`config.mk`:
```
export PLATFORM = sky130hd
export DESIGN_NAME = pcc_pulse_ctrl
export DESIGN_NICKNAME = d
export VERILOG_FILES = /design/src/rtl/pcc_pkg.sv /design/src/rtl/pcc_regs.sv /design/src/rtl/pcc_timebase.sv /design/src/rtl/pcc_pin_cell.sv /design/src/rtl/pcc_pulse_ctrl.sv
export SDC_FILE = /design/constraint.sdc
export NUM_CORES = 1
export LEC_CHECK = 0
export ABC_AREA = 1
export BUFFER_PORTS_ARGS = -buffer_cell sky130_fd_sc_hd__buf_2
export CELL_PAD_IN_SITES_DETAIL_PLACEMENT = 2
export CELL_PAD_IN_SITES_GLOBAL_PLACEMENT = 2
export CORE_ASPECT_RATIO = 0.7
export CORE_UTILIZATION = 34
export CTS_CLUSTER_SIZE = 30
export DETAILED_ROUTE_END_ITERATION = 10
export PLACE_DENSITY_LB_ADDON = 0.1
export SYNTH_ARGS = -nofsm -noshare
export SYNTH_HDL_FRONTEND = slang
export SYNTH_HIERARCHICAL = 1
export SYNTH_SLANG_ARGS = --single-unit
export TNS_END_PERCENT = 10
```
`constraint.sdc`:
```
create_clock -name clk -period 2.4 [get_ports clk]
set_clock_uncertainty 0.05 [all_clocks]
set_input_delay 0.24 -clock clk [delete_from_list [all_inputs] [get_ports clk]]
set_output_delay 0.24 -clock clk [all_outputs]
set_load 0.02 [all_outputs]
```
`src/rtl/pcc_pkg.sv`:
```
package pcc_pkg;
  localparam int NPIN_DEF  = 8;
  localparam int CNT_W_DEF = 16;

  localparam logic [1:0] ADDR_CTRL  = 2'd0;
  localparam logic [1:0] ADDR_CMP_A = 2'd1;
  localparam logic [1:0] ADDR_CMP_B = 2'd2;

  // next stored level of one pin: inactive clears, reset beats set, else hold
  function automatic logic pin_next(input logic cur, input logic active,
                                    input logic set_ev, input logic clr_ev);
    logic nxt;
    if (!active)      nxt = 1'b0;
    else if (clr_ev)  nxt = 1'b0;
    else if (set_ev)  nxt = 1'b1;
    else              nxt = cur;
    return nxt;
  endfunction

  function automatic logic pin_active(input logic sel, input logic set_bit,
                                      input logic clr_bit);
    return sel & (set_bit | clr_bit);
  endfunction
endpackage

```
`src/rtl/pcc_regs.sv`:
```
module pcc_regs #(
  parameter int NPIN  = pcc_pkg::NPIN_DEF,
  parameter int CNT_W = pcc_pkg::CNT_W_DEF,
  localparam int CTRL_W = 2 * NPIN,
  localparam int DATA_W = (CTRL_W > CNT_W) ? CTRL_W : CNT_W
) (
  input  logic              clk,
  input  logic              rst_n,
  input  logic              wr_en,
  input  logic [1:0]        wr_addr,
  input  logic [DATA_W-1:0] wr_data,
  output logic [CTRL_W-1:0] ctrl_q,
  output logic [CNT_W-1:0]  cmp_a_q,
  output logic [CNT_W-1:0]  cmp_b_q
);
  always_ff @(posedge clk) begin
    if (!rst_n) begin
      ctrl_q  <= '0;
      cmp_a_q <= '0;
      cmp_b_q <= '0;
    end else if (wr_en) begin
      case (wr_addr)
        pcc_pkg::ADDR_CTRL:  ctrl_q  <= wr_data[CTRL_W-1:0];
        pcc_pkg::ADDR_CMP_A: cmp_a_q <= wr_data[CNT_W-1:0];
        pcc_pkg::ADDR_CMP_B: cmp_b_q <= wr_data[CNT_W-1:0];
        default: ;
      endcase
    end
  end
endmodule

```
`src/rtl/pcc_timebase.sv`:
```
module pcc_timebase #(
  parameter int CNT_W = pcc_pkg::CNT_W_DEF
) (
  input  logic             clk,
  input  logic             rst_n,
  input  logic             cnt_en,
  input  logic [CNT_W-1:0] cmp_a,
  input  logic [CNT_W-1:0] cmp_b,
  output logic [CNT_W-1:0] cnt_q,
  output logic             match_a,
  output logic             match_b
);
  always_ff @(posedge clk) begin
    if (!rst_n)      cnt_q <= '0;
    else if (cnt_en) cnt_q <= cnt_q + 1'b1;
  end

  assign match_a = cnt_en & (cnt_q == cmp_a);
  assign match_b = cnt_en & (cnt_q == cmp_b);
endmodule

```
`src/rtl/pcc_pin_cell.sv`:
```
module pcc_pin_cell (
  input  logic clk,
  input  logic rst_n,
  input  logic sel,
  input  logic set_bit,
  input  logic clr_bit,
  input  logic match_a,
  input  logic match_b,
  output logic state_q,
  output logic active,
  output logic pin_o
);
  logic set_ev;
  logic clr_ev;

  assign active = pcc_pkg::pin_active(sel, set_bit, clr_bit);
  assign set_ev = match_a & set_bit;
  assign clr_ev = match_b & clr_bit;

  always_ff @(posedge clk) begin
    if (!rst_n) state_q <= 1'b0;
    else        state_q <= pcc_pkg::pin_next(state_q, active, set_ev, clr_ev);
  end

  assign pin_o = state_q & active;
endmodule

```
`src/rtl/pcc_pulse_ctrl.sv`:
```
module pcc_pulse_ctrl #(
  parameter int NPIN  = pcc_pkg::NPIN_DEF,
  parameter int CNT_W = pcc_pkg::CNT_W_DEF,
  localparam int CTRL_W = 2 * NPIN,
  localparam int DATA_W = (CTRL_W > CNT_W) ? CTRL_W : CNT_W
) (
  input  logic              clk,
  input  logic              rst_n,
  input  logic              wr_en,
  input  logic [1:0]        wr_addr,
  input  logic [DATA_W-1:0] wr_data,
  input  logic              cnt_en,
  input  logic [NPIN-1:0]   pin_sel,
  output logic [NPIN-1:0]   pulse_out
);
  logic [CTRL_W-1:0] ctrl_q;
  logic [CNT_W-1:0]  cmp_a_q;
  logic [CNT_W-1:0]  cmp_b_q;
  logic [CNT_W-1:0]  cnt_val;
  logic              match_a;
  logic              match_b;
  logic [NPIN-1:0]   pin_state;
  logic [NPIN-1:0]   pin_act;

  pcc_regs #(.NPIN(NPIN), .CNT_W(CNT_W)) u_regs (
    .clk(clk), .rst_n(rst_n), .wr_en(wr_en), .wr_addr(wr_addr),
    .wr_data(wr_data), .ctrl_q(ctrl_q), .cmp_a_q(cmp_a_q), .cmp_b_q(cmp_b_q)
  );

  pcc_timebase #(.CNT_W(CNT_W)) u_tb (
    .clk(clk), .rst_n(rst_n), .cnt_en(cnt_en), .cmp_a(cmp_a_q),
    .cmp_b(cmp_b_q), .cnt_q(cnt_val), .match_a(match_a), .match_b(match_b)
  );

  for (genvar i = 0; i < NPIN; i++) begin : g_pin
    pcc_pin_cell u_cell (
      .clk(clk), .rst_n(rst_n), .sel(pin_sel[i]),
      .set_bit(ctrl_q[i]), .clr_bit(ctrl_q[NPIN+i]),
      .match_a(match_a), .match_b(match_b),
      .state_q(pin_state[i]), .active(pin_act[i]), .pin_o(pulse_out[i])
    );
  end
endmodule

```
==> metrics.json, run 1 <==
{
  "global_routing": {
    "globalRouteTotalUtil_pct": 23.7,
    "grt_first_pass_wirelength_um": 22300,
    "pin_count_of_the_biggest_net_entering_global_routing": 54,
    "vias_in_the_first_global_route": 4326,
    "antenna_violations_before_repair": 0,
    "gr-total-overflow": 0
  },
  "sta": {
    "setup_total_negative_slack_ns": 0,
    "report.final.hold_viol_count": 0,
    "maxSlewViolCount": 0,
    "final-setup-viol-count": 0,
    "max_freq_ghz": 0.568,
    "whs_ns": 0.141,
    "rsz_0062_raised_after_global_routing": "false",
    "period_minus_slack_ns": 1.76,
    "timing.final.crit_share_pct": 73.4,
    "worst_pin_slew_ns": 0.415,
    "max-slew-margin-rel_pct": 72.3
  },
  "cts": {
    "clk_latency_ns": 0.33,
    "cts_setup_buffers": 0,
    "cts_repair_resize_count": 0,
    "cts_htree_levels": 3,
    "tritoncts": "yes",
    "cts-root-buf": "clkbuf_16",
    "cts_hold_repair.buffers": 0,
    "cts.reportedPaths.clkPinSlew_ns": 0.06,
    "numClockSinks": 72,
    "clock_path_buffers": 2,
    "cts_buffers": 9
  },
  "layout": {
    "final_net_count": 715,
    "finalInstanceArea_mm2": 0.00455,
    "final.fill_count": 1432,
    "insertedDiodeCount": 0,
    "syn_to_final_growth_pct": 14.4,
    "fin_util_pct": 40.6,
    "final_cells": 842,
    "drive_gt1_share_pct": 11.6
  },
  "power": {
    "power_frac_seq_pct": 42.9,
    "power-per-cell-area_mw_per_mm2": 657,
    "irDropWorstVdd_mv": 0.305,
    "p_leak_uw": 0.00228,
    "power_report.internal_total_uw": 2210,
    "power_switching_uw": 782,
    "power.share.combinational_pct": 11.1,
    "p_clk_share_pct": 46.0,
    "power.share.switching_pct": 26.1
  },
  "critical_path": {
    "crit_path_max_fanout": 8,
    "worstPathArrival_ns": 1.97,
    "worstPathRequired_ns": 2.61,
    "setup.worst_path.end_class": "register",
    "reg2regPathDepth": 11,
    "path_class": "register to register",
    "critical_path.startpoint_type": "register"
  },
  "floorplanning": {
    "vertical_die_dimension_um": 92.5,
    "row_count": 32,
    "die_x_um": 131,
    "floorplan.initialDensity_pct": 35.5,
    "coreArea_mm2": 0.0112,
    "fp.dieArea_mm2": 0.0121,
    "io_pins": 38
  },
  "min_path": {
    "timing.hold.worst.class": "input port to register",
    "cells_on_worst_hold_path": 3
  },
  "yosys": {
    "synth.area.top_cells": "dfxtp_1 (36%), nand2_1 (19%), nor2_1 (12%), inv_1 (10%), nand3_1 (3.9%)",
    "synth_top_area_cell": "dfxtp_1",
    "muxShareOfSynthArea_pct": 0,
    "synth_top_family_by_area": "simple AND/OR/NAND/NOR gates",
    "yosys_register_bits": 72,
    "syn-num-nets": 686,
    "synthesis.instances": 655,
    "synth_warnings": 6,
    "yosys.area_share.adder_pct": 0.314,
    "post_synth_simple_gate_area_pct": 41.7,
    "post_synth_num_cell_types": 27,
    "synth-compound-area-share_pct": 5.72,
    "syn_area_mm2": 0.00398,
    "synth.yosys.seq_area_share_pct": 36.2,
    "synthesis.area_per_instance_um2": 6.08,
    "synthDominantCellAreaShare_pct": 36.2,
    "fraction_of_synthesized_cell_area_in_xor_and_xnor_cells_pct": 1.76
  },
  "placed_design": {
    "detailed_place.area_mm2": 0.00425,
    "numPlacedInstances": 826,
    "post-dp-hpwl_um": 10000,
    "place_congestion": 0.789,
    "placement.io_buffers": 37
  },
  "status": {
    "outcome": "complete, no violations"
  },
  "drt": {
    "drt_iter0_drc": 94,
    "vias": 4048,
    "post_drt_via_cell_ratio": 4.81,
    "drtPass1Iterations": 4,
    "drc": 0,
    "total_wirelength_of_the_detailed_routed_design_um": 13400,
    "final_antenna_net_count": 0,
    "wl_per_cell_um": 15.9
  },
  "job": {
    "max_cap_violations": 0
  }
}
## per-stage QoR
stage	setup WS, ns	power [uW]
final	0.638	2990
after global routing	0.466	3130
after floorplan	0.924	1510
after detailed placement	0.657	1640
after global placement	0.720	1620
after CTS	0.620	3040
## kinds of logic (layout without fill, tap and decap cells)
group,count (synthesis),after routing
AND/OR/NAND/NOR,397,397
buffers and inverters,134,168
flip-flops,72,72
AO/OA/AOI/OAI,43,43
XOR/XNOR,8,8
adder cells (fa/ha/maj),1,1
## cell usage after synthesis
library cell  number
nand2_1          204
nor2_1           129
inv_1            108
dfxtp_1           72
nand3_1           31
a21oi_1           28
buf_2             13
nor2_2            12
nor3_1             9
o21ai_0            8
buf_4              5
buf_6              4
xnor2_1            4
xor2_1             4
nand3_4            3
nand4_1            3
nor2_4             3
o22ai_1            3
clkbuf_1           2
inv_2              2
o21ai_1            2
a211oi_1           1
a21boi_2           1
ha_1               1
nand2_2            1
nand2_4            1
nor3b_2            1
## cell type report
cell class | instances | area (um^2) | share of cell area [%]
sequential | 72 | 1440 | 31.7
clock inverter | 3 | 40.0 | 0.880
tap | 153 | 191 | 4.21
timing repair buffer | 42 | 235 | 5.17
clock buffer | 13 | 260 | 5.72
inverter | 110 | 413 | 9.07
multi-input combinational | 449 | 1970 | 43.3
## sequential cells by signal, summed over array words and instances, names as in the netlist
register / count
g_pin.u_cell/state_q: 8
u_tb/cnt_q: 16
u_regs/cmp_b_q: 16
u_regs/ctrl_q: 16
u_regs/cmp_a_q: 16
## layer usage
layer / up-vias / global-route usage (%) / part of all wire (%)
met3: 10 / 4.60 / 3.3
met5: - / 0 / 0
met2: 52 / 39.3 / 46
li1: 1999 / - / -
met4: 0 / 6.01 / 0.74
met1: 1987 / 31.6 / 50
## worst max-delay path, stage by stage, from the launching register on
cell and delay [ns]:
dfxtp_1 0.46, inv_1 0.12, nand2_1 0.09, o21ai_0 0.11, nor2_1 0.16, nand3_1 0.11, nor2_1 0.12, buf_4 0.19
nand2_1 0.07, nand2_1 0.06, nand2_1 0.05, nor2_1 0.10
## power by group through the flow
stage | registers (uW) | logic [uW] | clock network (uW)
2_1_floorplan | 1290 | 222 | 0
3_3_place_gp | 1310 | 309 | 0
3_5_place_dp | 1310 | 328 | 0
4_1_cts | 1280 | 335 | 1420
5_1_grt | 1290 | 379 | 1460
6_report | 1280 | 331 | 1380
## path summary, 6_finish.rpt
path                                        from                                    to  slack, ns
setup / recovery      u_tb/cnt_q[2]$_SDFFE_PN0P_  g_pin[4].u_cell/state_q$_SDFFE_PP0P_       0.64
hold / removal                        wr_data[5]        u_regs/cmp_a_q[5]$_SDFFE_PN0P_       0.14
setup reg to reg      u_tb/cnt_q[2]$_SDFFE_PN0P_  g_pin[4].u_cell/state_q$_SDFFE_PP0P_       0.64
hold reg to reg   u_regs/ctrl_q[13]$_SDFFE_PN0P_        u_regs/ctrl_q[13]$_SDFFE_PN0P_       0.46
## cell usage in the layout (no fill, tap or decap), drive strengths merged
cell type  synthesis  layout
nand2            206     206
nor2             144     144
inv              110     110
dfxtp             72      72
buf               22      42
nand3             34      34
a21oi             28      28
clkbuf             2      13
o21ai             10      10
nor3               9       9
xnor2              4       4
xor2               4       4
o22ai              3       3
nand4              3       3
clkinv             0       2
bufinv             0       1
a21boi             1       1
nor3b              1       1
a211oi             1       1
ha                 1       1
(Power assumes the default switching activity.)
==> inputs of run 2 (changes only) <==
Settings changed: CORE_UTILIZATION 34 to 28.
Clock period 2.4 ns to 1.49 ns, I/O delays scaled along.
==> run 2 against run 1 <==
  * The run now ends with negative setup slack left
  * Critical path depth up 1
  * Combinational power increased by 68%
  * Setup slack lost 0.70 ns
  * Largest power group unchanged
  * Highest routed layer unchanged
==> metrics.json, run 2 (synthesis gave the netlist of run 1 again) <==
{
  "status": {
    "outcome": "finished, violations left",
    "violated_checks": "negative setup slack"
  },
  "drt": {
    "final_antenna_net_count": {"value": 0, "change": "unchanged"},
    "drc": {"value": 0, "change": "unchanged"},
    "wl_per_cell": {"value": 15.2, "unit": "um", "change": "-4.4%"},
    "drt_iter0_drc": {"value": 118, "change": "+26%"},
    "post_drt_via_cell_ratio": {"value": 4.52, "change": "-6.0%"},
    "drtPass1Iterations": {"value": 5, "change": "+1"},
    "total_wirelength_of_the_detailed_routed_design": {"value": 13700, "unit": "um", "change": "+2.4%"},
    "vias": {"value": 4077, "change": "+0.72%"}
  },
  "critical_path": {
    "critPathMaxStageDelay": {"value": 0.32, "unit": "ns", "change": "-0.14 ns"},
    "timing.critical_path.cells": "buf_4 -> inv_2 -> nand2_1 -> nand2_2 -> nand2_1 -> nor2_1 -> nand3_1 -> nor2_2 -> buf_6 -> nand2_1 -> nand2_1 -> nor2_2",
    "crit_slowest_cell": "dfxtp_2",
    "crit_path_max_fanout": {"value": 8, "change": "unchanged"},
    "path_class": "register to register",
    "setup.worst_path.end_class": "register",
    "worstPathRequired": {"value": 1.68, "unit": "ns", "change": "-0.93 ns"},
    "worstPathArrival": {"value": 1.74, "unit": "ns", "change": "-0.23 ns"},
    "path_common_cell": "nand2_1",
    "critical_path.startpoint_type": "register"
  },
  "min_path": {
    "timing.hold.worst.class": "input port to register"
  },
  "global_routing": {
    "globalRouteTotalUtil": {"value": 20.1, "unit": "%", "change": "-3.6 points"},
    "groute.layer.met2.usage": {"value": 32.5, "unit": "%", "change": "-6.8 points"},
    "gr-total-overflow": {"value": 0, "change": "unchanged"},
    "antenna_violations_before_repair": {"value": 0, "change": "unchanged"},
    "vias_in_the_first_global_route": {"value": 4305, "change": "-0.49%"},
    "met1_usage": {"value": 27.4, "unit": "%", "change": "-4.2 points"},
    "gr_met3_demand_resource": {"value": 4.40, "unit": "%", "change": "-0.20 points"},
    "pin_count_of_the_biggest_net_entering_global_routing": {"value": 52, "change": "-3.7%"},
    "gr-max-usage-layer": "met2",
    "grt_first_pass_wirelength": {"value": 22200, "unit": "um", "change": "-0.37%"}
  },
  "sta": {
    "period_minus_slack": {"value": 1.56, "unit": "ns", "change": "-0.206 ns"},
    "final-setup-viol-count": {"value": 8, "change": "+8"},
    "worst_pin_slew": {"value": 0.406, "unit": "ns", "change": "-0.00891 ns"},
    "maxSlewViolCount": {"value": 0, "change": "unchanged"},
    "rsz_0062_raised_after_global_routing": "true",
    "timing.final.crit_share": {"value": 104, "unit": "%", "change": "+31 points"},
    "setup_ws": {"value": -0.0658, "unit": "ns", "change": "-0.704 ns"},
    "max_freq": {"value": 0.643, "unit": "GHz", "change": "+13%"},
    "report.final.hold_viol_count": {"value": 0, "change": "unchanged"},
    "max-slew-margin-rel": {"value": 72.9, "unit": "%", "change": "+0.59 points"}
  },
  "layout": {
    "layout.cells.most_common_list": "nand2_1 (200), nor2_1 (124), inv_1 (102), dfxtp_1 (54), buf_2 (36)",
    "final_net_count": {"value": 739, "change": "+3.4%"},
    "final_cells": {"value": 902, "change": "+7.1%"},
    "insertedDiodeCount": {"value": 0, "change": "unchanged"},
    "syn_to_final_growth_pct": 22.7,
    "drive_gt1_share": {"value": 19.7, "unit": "%", "change": "+8.1 points"},
    "layout.cells.most_common": "nand2_1"
  },
  "power": {
    "irDropWorstVdd": {"value": 0.462, "unit": "mV", "change": "+52%"},
    "p_leak": {"value": 0.00243, "unit": "uW", "change": "+6.7%"},
    "power-per-cell-area": {"value": 1000, "unit": "mW/mm^2", "change": "+53%"}
  },
  "floorplanning": {
    "floorplan.initialDensity": {"value": 28.7, "unit": "%", "change": "-6.8 points"},
    "io_pins": {"value": 38, "change": "unchanged"},
    "fp.dieArea": {"value": 0.0147, "unit": "mm^2", "change": "+21%"},
    "coreArea": {"value": 0.0139, "unit": "mm^2", "change": "+24%"},
    "die_x": {"value": 145, "unit": "um", "change": "+10%"},
    "row_count": {"value": 36, "change": "+13%"},
    "vertical_die_dimension": {"value": 102, "unit": "um", "change": "+10%"}
  },
  "cts": {
    "cts-root-buf": "clkbuf_16",
    "numClockSinks": {"value": 72, "change": "unchanged"},
    "tritoncts": "yes",
    "cts_htree_levels": {"value": 3, "change": "unchanged"},
    "cts.reportedPaths.clkPinSlew": {"value": 0.06, "unit": "ns", "change": "about the same"},
    "clock_path_buffers": {"value": 2, "change": "unchanged"},
    "cts_buffers": {"value": 9, "change": "unchanged"},
    "clk_latency": {"value": 0.35, "unit": "ns", "change": "+0.02 ns"}
  },
  "job": {
    "max_cap_violations": {"value": 0, "change": "unchanged"}
  },
  "placed_design": {
    "post-dp-hpwl": {"value": 10500, "unit": "um", "change": "+5.5%"},
    "worst_slack_at_placement": {"value": -0.192, "unit": "ns", "change": "-0.849 ns"},
    "place_congestion": {"value": 0.756, "change": "-4.3%"},
    "numPlacedInstances": {"value": 885, "change": "+7.1%"},
    "placement.io_buffers": {"value": 37, "change": "unchanged"}
  }
}
[run 2: final cells by class]
class | count | area (um^2)
Clock inverter | 3 | 40.0
Inverter | 110 | 413
Clock buffer | 12 | 267
Sequential cell | 72 | 1470
Tap cell | 190 | 238
Fill cell | 1761 | 8990
Timing Repair Buffer | 66 | 450
Multi-Input combinational cell | 449 | 2000
[run 2: routing by layer]
| metal | part of all wire, % | vias to the layer above |
|---|---|---|
| li1 | - | 2047 |
| met1 | 51 | 1978 |
| met2 | 44 | 43 |
| met3 | 3.7 | 9 |
| met4 | 0.77 | 0 |
| met5 | 0 | - |
[run 2: worst paths after layout]
check	startpoint	end	slack (ns)	cells past startpoint
worst min-delay path	wr_data[8]	u_regs/cmp_a_q[8]$_SDFFE_PN0P_	0.03	3
worst max-delay path	u_tb/cnt_q[12]$_SDFFE_PN0P_	g_pin[1].u_cell/state_q$_SDFFE_PP0P_	-0.07	12
worst max register to register	u_tb/cnt_q[12]$_SDFFE_PN0P_	g_pin[1].u_cell/state_q$_SDFFE_PP0P_	-0.07	12
worst min register to register	u_regs/ctrl_q[10]$_SDFFE_PN0P_	u_regs/ctrl_q[10]$_SDFFE_PN0P_	0.47	2
[run 2: where the power goes]
group / internal (uW) / switching [uW] / leakage (uW)
registers: 2000 / 72.4 / 0.000596
clock network: 1420 / 850 / 0.000154
logic: 199 / 358 / 0.00168
[run 2: stage by stage]
| step | util (%) | instance area (um^2) | total power (uW) | TNS, ns | hold slack [ns] |
|---|---|---|---|---|---|
| floorplan | - | 3980 | 2440 | 0 | 0.223 |
| global placement | 32.4 | 4490 | 2630 | -0.677 | 0.370 |
| detailed placement | 32.4 | 4490 | 2670 | -1.41 | 0.384 |
| CTS | 35.0 | 4860 | 4970 | -0.658 | 0.0223 |
| global route | 35.2 | 4880 | 5120 | -1.46 | 0.0464 |
| finish | 35.2 | 4880 | 4900 | -0.399 | 0.0254 |
[run 2: what timing repair did]
action                                  in CTS  in global routing
hold buffers                                 0                  0
pin swaps                                   18                  4
setup buffers                                2                  0
cloned                                       0                  0
gates resized for setup                     28                 13
endpoints found under the setup margin       8                 15
[run 2: critical path: cells and delay by family (launching register included)]
| kind | cells | cell delay, ns |
|---|---|---|
| buf+inv | 3 | 0.36 |
| flops | 1 | 0.32 |
| simple gates | 9 | 0.71 |
==> inputs of run 3 (changes only) <==
Settings changed: CORE_MARGIN set to 5.
==> run 3 against run 2 <==
  * The flow still finishes with violations (negative setup slack)
  * Critical path depth increased by 1
  * Core utilization is 0.69 points higher
  * Die area increased by 14%
  * Clock-buffer cell count shrank 1
  * Cell count up 0.33%
  * Wire length rose by 1.3%
  * Sequential cell count did not move
  * Final area is 2.3% higher
  * Sequential share of layout area shrank 0.52 points
  * Power fell by 1.8%
  * Non-clock buffer count rose by 3
  * First-iteration DRC count rose by 9.3%
  * Largest power group unchanged
==> metrics.json, run 3 (synthesis gave the netlist of run 1 again) <==
{
  "status": {
    "outcome": "finished, violations left",
    "violated_checks": "negative setup slack"
  },
  "drt": {
    "drt_iter0_drc": {"value": 129, "change": "+9.3%"},
    "post_drt_via_cell_ratio": {"value": 4.53, "change": "+0.16%"},
    "wl_per_cell": {"value": 15.3, "unit": "um", "change": "+0.97%"},
    "final_antenna_net_count": {"value": 0, "change": "unchanged"},
    "drtPass1Iterations": {"value": 4, "change": "-1"},
    "vias": {"value": 4097, "change": "+0.49%"},
    "total_wirelength_of_the_detailed_routed_design": {"value": 13900, "unit": "um", "change": "+1.3%"},
    "drc": {"value": 0, "change": "unchanged"}
  },
  "power": {
    "power_report.internal_total": {"value": 3540, "unit": "uW", "change": "-2.2%"},
    "power.share.switching": {"value": 26.4, "unit": "%", "change": "+0.26 points"},
    "power_switching": {"value": 1270, "unit": "uW", "change": "-0.87%"},
    "p_leak": {"value": 0.00247, "unit": "uW", "change": "+1.5%"},
    "p_clk_share": {"value": 44.5, "unit": "%", "change": "-1.8 points"},
    "power.share.combinational": {"value": 12.5, "unit": "%", "change": "+1.1 points"},
    "irDropWorstVdd": {"value": 0.480, "unit": "mV", "change": "+3.9%"},
    "power_frac_seq": {"value": 43.0, "unit": "%", "change": "+0.7 points"},
    "power-per-cell-area": {"value": 962, "unit": "mW/mm^2", "change": "-4.0%"}
  },
  "floorplanning": {
    "row_count": {"value": 36, "change": "unchanged"},
    "floorplan.initialDensity": {"value": 28.6, "unit": "%", "change": "-0.093 points"},
    "fp.dieArea": {"value": 0.0167, "unit": "mm^2", "change": "+14%"},
    "coreArea": {"value": 0.0139, "unit": "mm^2", "change": "+0.32%"},
    "io_pins": {"value": 38, "change": "unchanged"},
    "vertical_die_dimension": {"value": 110, "unit": "um", "change": "+7.9%"},
    "die_x": {"value": 153, "unit": "um", "change": "+5.5%"}
  },
  "min_path": {
    "min_from": "wr_data[4]",
    "timing.hold.worst.class": "input port to register"
  },
  "cts": {
    "numClockSinks": {"value": 72, "change": "unchanged"},
    "clock_path_buffers": {"value": 2, "change": "unchanged"},
    "clk_latency": {"value": 0.34, "unit": "ns", "change": "about the same"},
    "cts_hold_repair.buffers": {"value": 0, "change": "unchanged"},
    "cts-root-buf": "clkbuf_16",
    "cts_buffers": {"value": 9, "change": "unchanged"},
    "cts_htree_levels": {"value": 3, "change": "unchanged"},
    "cts.reportedPaths.clkPinSlew": {"value": 0.06, "unit": "ns", "change": "about the same"},
    "tritoncts": "yes"
  },
  "placed_design": {
    "detailed_place.area": {"value": 0.00450, "unit": "mm^2", "change": "+0.33%"},
    "worst_slack_at_placement": {"value": -0.138, "unit": "ns", "change": "+0.0536 ns"},
    "placement.io_buffers": {"value": 37, "change": "unchanged"},
    "place_congestion": {"value": 0.812, "change": "+7.4%"},
    "post-dp-hpwl": {"value": 10600, "unit": "um", "change": "+0.72%"}
  },
  "critical_path": {
    "critical_path.startpoint_type": "register",
    "worstSetupStartpoint": "u_regs/cmp_a_q[3]$_SDFFE_PN0P_",
    "timing.critical_path.cells": "inv_1 -> nand2_2 -> nand2_1 -> inv_1 -> nand2_1 -> nor2_2 -> nand3_2 -> nor2_2 -> buf_6 -> nand2_2 -> nand2_2 -> nand2_1 -> nor2_1",
    "worst-path-buf-inv": {"value": 3, "change": "unchanged"},
    "path_class": "register to register",
    "cpLargestDelayFamily": "simple AND/OR/NAND/NOR gates",
    "setup.worst_path.end_class": "register",
    "crit_path_max_fanout": {"value": 8, "change": "unchanged"},
    "worstPathRequired": {"value": 1.72, "unit": "ns", "change": "+0.04 ns"},
    "beginning_of_the_worst_register_to_register_path": "u_regs/cmp_a_q[3]$_SDFFE_PN0P_",
    "crit_slowest_cell": "dfxtp_2",
    "worstPathArrival": {"value": 1.76, "unit": "ns", "change": "+0.02 ns"},
    "critPathMaxStageDelay": {"value": 0.33, "unit": "ns", "change": "about the same"}
  },
  "job": {
    "max_cap_violations": {"value": 0, "change": "unchanged"}
  },
  "sta": {
    "rsz_0062_raised_after_global_routing": "true",
    "report.final.hold_viol_count": {"value": 0, "change": "unchanged"},
    "final-setup-viol-count": {"value": 8, "change": "unchanged"},
    "period_minus_slack": {"value": 1.54, "unit": "ns", "change": "-0.0188 ns"},
    "setup_total_negative_slack": {"value": -0.212, "unit": "ns", "change": "+0.187 ns"},
    "max-slew-margin-rel": {"value": 71.5, "unit": "%", "change": "-1.4 points"},
    "worst_pin_slew": {"value": 0.427, "unit": "ns", "change": "+0.0206 ns"},
    "setup_ws": {"value": -0.0471, "unit": "ns", "change": "+0.0188 ns"},
    "timing.final.crit_share": {"value": 103, "unit": "%", "change": "-1.3 points"},
    "max_freq": {"value": 0.651, "unit": "GHz", "change": "+1.2%"},
    "maxSlewViolCount": {"value": 0, "change": "unchanged"}
  },
  "layout": {
    "finalInstanceArea": {"value": 0.00499, "unit": "mm^2", "change": "+2.3%"},
    "insertedDiodeCount": {"value": 0, "change": "unchanged"},
    "layout.cells.most_common": "nand2_1",
    "syn_to_final_growth_pct": 25.5,
    "drive_gt1_share": {"value": 25.3, "unit": "%", "change": "+5.7 points"},
    "fin_util": {"value": 35.9, "unit": "%", "change": "+0.69 points"},
    "layout.cells.most_common_list": "nand2_1 (180), nor2_1 (119), inv_1 (97), dfxtp_1 (50), buf_2 (37)",
    "final_net_count": {"value": 742, "change": "+0.41%"}
  },
  "global_routing": {
    "antenna_violations_before_repair": {"value": 0, "change": "unchanged"},
    "grt_first_pass_wirelength": {"value": 22300, "unit": "um", "change": "+0.22%"},
    "gr-total-overflow": {"value": 0, "change": "unchanged"},
    "globalRouteTotalUtil": {"value": 16.9, "unit": "%", "change": "-3.1 points"},
    "pin_count_of_the_biggest_net_entering_global_routing": {"value": 51, "change": "-1.9%"},
    "vias_in_the_first_global_route": {"value": 4396, "change": "+2.1%"}
  }
}
==> run 3: changes by cell type in the layout (fill, tap and decap cells not counted), sizes merged <==
cell,delta
buf,+3
clkbuf,-1
clkinv,+1
==> run 3: final cells by class <==
cell class / instances / area [um^2]
tap: 190 / 238
clock buffer: 11 / 243
timing repair buffer: 69 / 470
fill: 1717 / 8920
multi-input combinational: 449 / 2100
inverter: 110 / 420
clock inverter: 4 / 45.0
sequential: 72 / 1480
==> run 3: per-stage QoR <==
stage	hold WS (ns)	std cells	total power, uW
after floorplan	0.223	655	2440
after global placement	0.366	887	2640
after detailed placement	0.380	887	2670
after CTS	0.0214	904	4850
after global routing	0.0315	905	5040
final	0.0286	905	4810
==> run 3: final timing paths <==
| path | to | slack [ns] | cells past startpoint |
|---|---|---|---|
| setup / recovery | g_pin[4].u_cell/state_q$_SDFFE_PP0P_ | -0.05 | 13 |
| hold / removal | u_regs/cmp_a_q[4]$_SDFFE_PN0P_ | 0.03 | 3 |
| setup reg to reg | g_pin[4].u_cell/state_q$_SDFFE_PP0P_ | -0.05 | 13 |
| hold reg to reg | u_tb/cnt_q[7]$_SDFFE_PN0P_ | 0.47 | 2 |
==> run 3: power by group through the flow <==
stage	sequential, uW	clock (uW)	combinational [uW]
5_1_grt	2080	2280	683
3_5_place_dp	2110	0	566
6_report	2070	2140	600
3_3_place_gp	2100	0	534
2_1_floorplan	2080	0	357
4_1_cts	2070	2210	577
==> run 3: metal layers <==
metal  GRT usage, %  share of wire, %
met4           4.07              0.82
met2           29.4                46
met1           21.8                50
met3           3.54               2.8
met5              0                 0
==> run 3: repair_timing <==
item / in CTS / in global routing
setup buffers: 2 / 2
pin swaps: 8 / 22
setup endpoints to repair: 9 / 13
resized for setup: 25 / 63
==> run 3: worst min-delay path: stages <==
cell	delay [ns]
buf_2	0.10
nor2_1	0.05
nor2_1	0.08
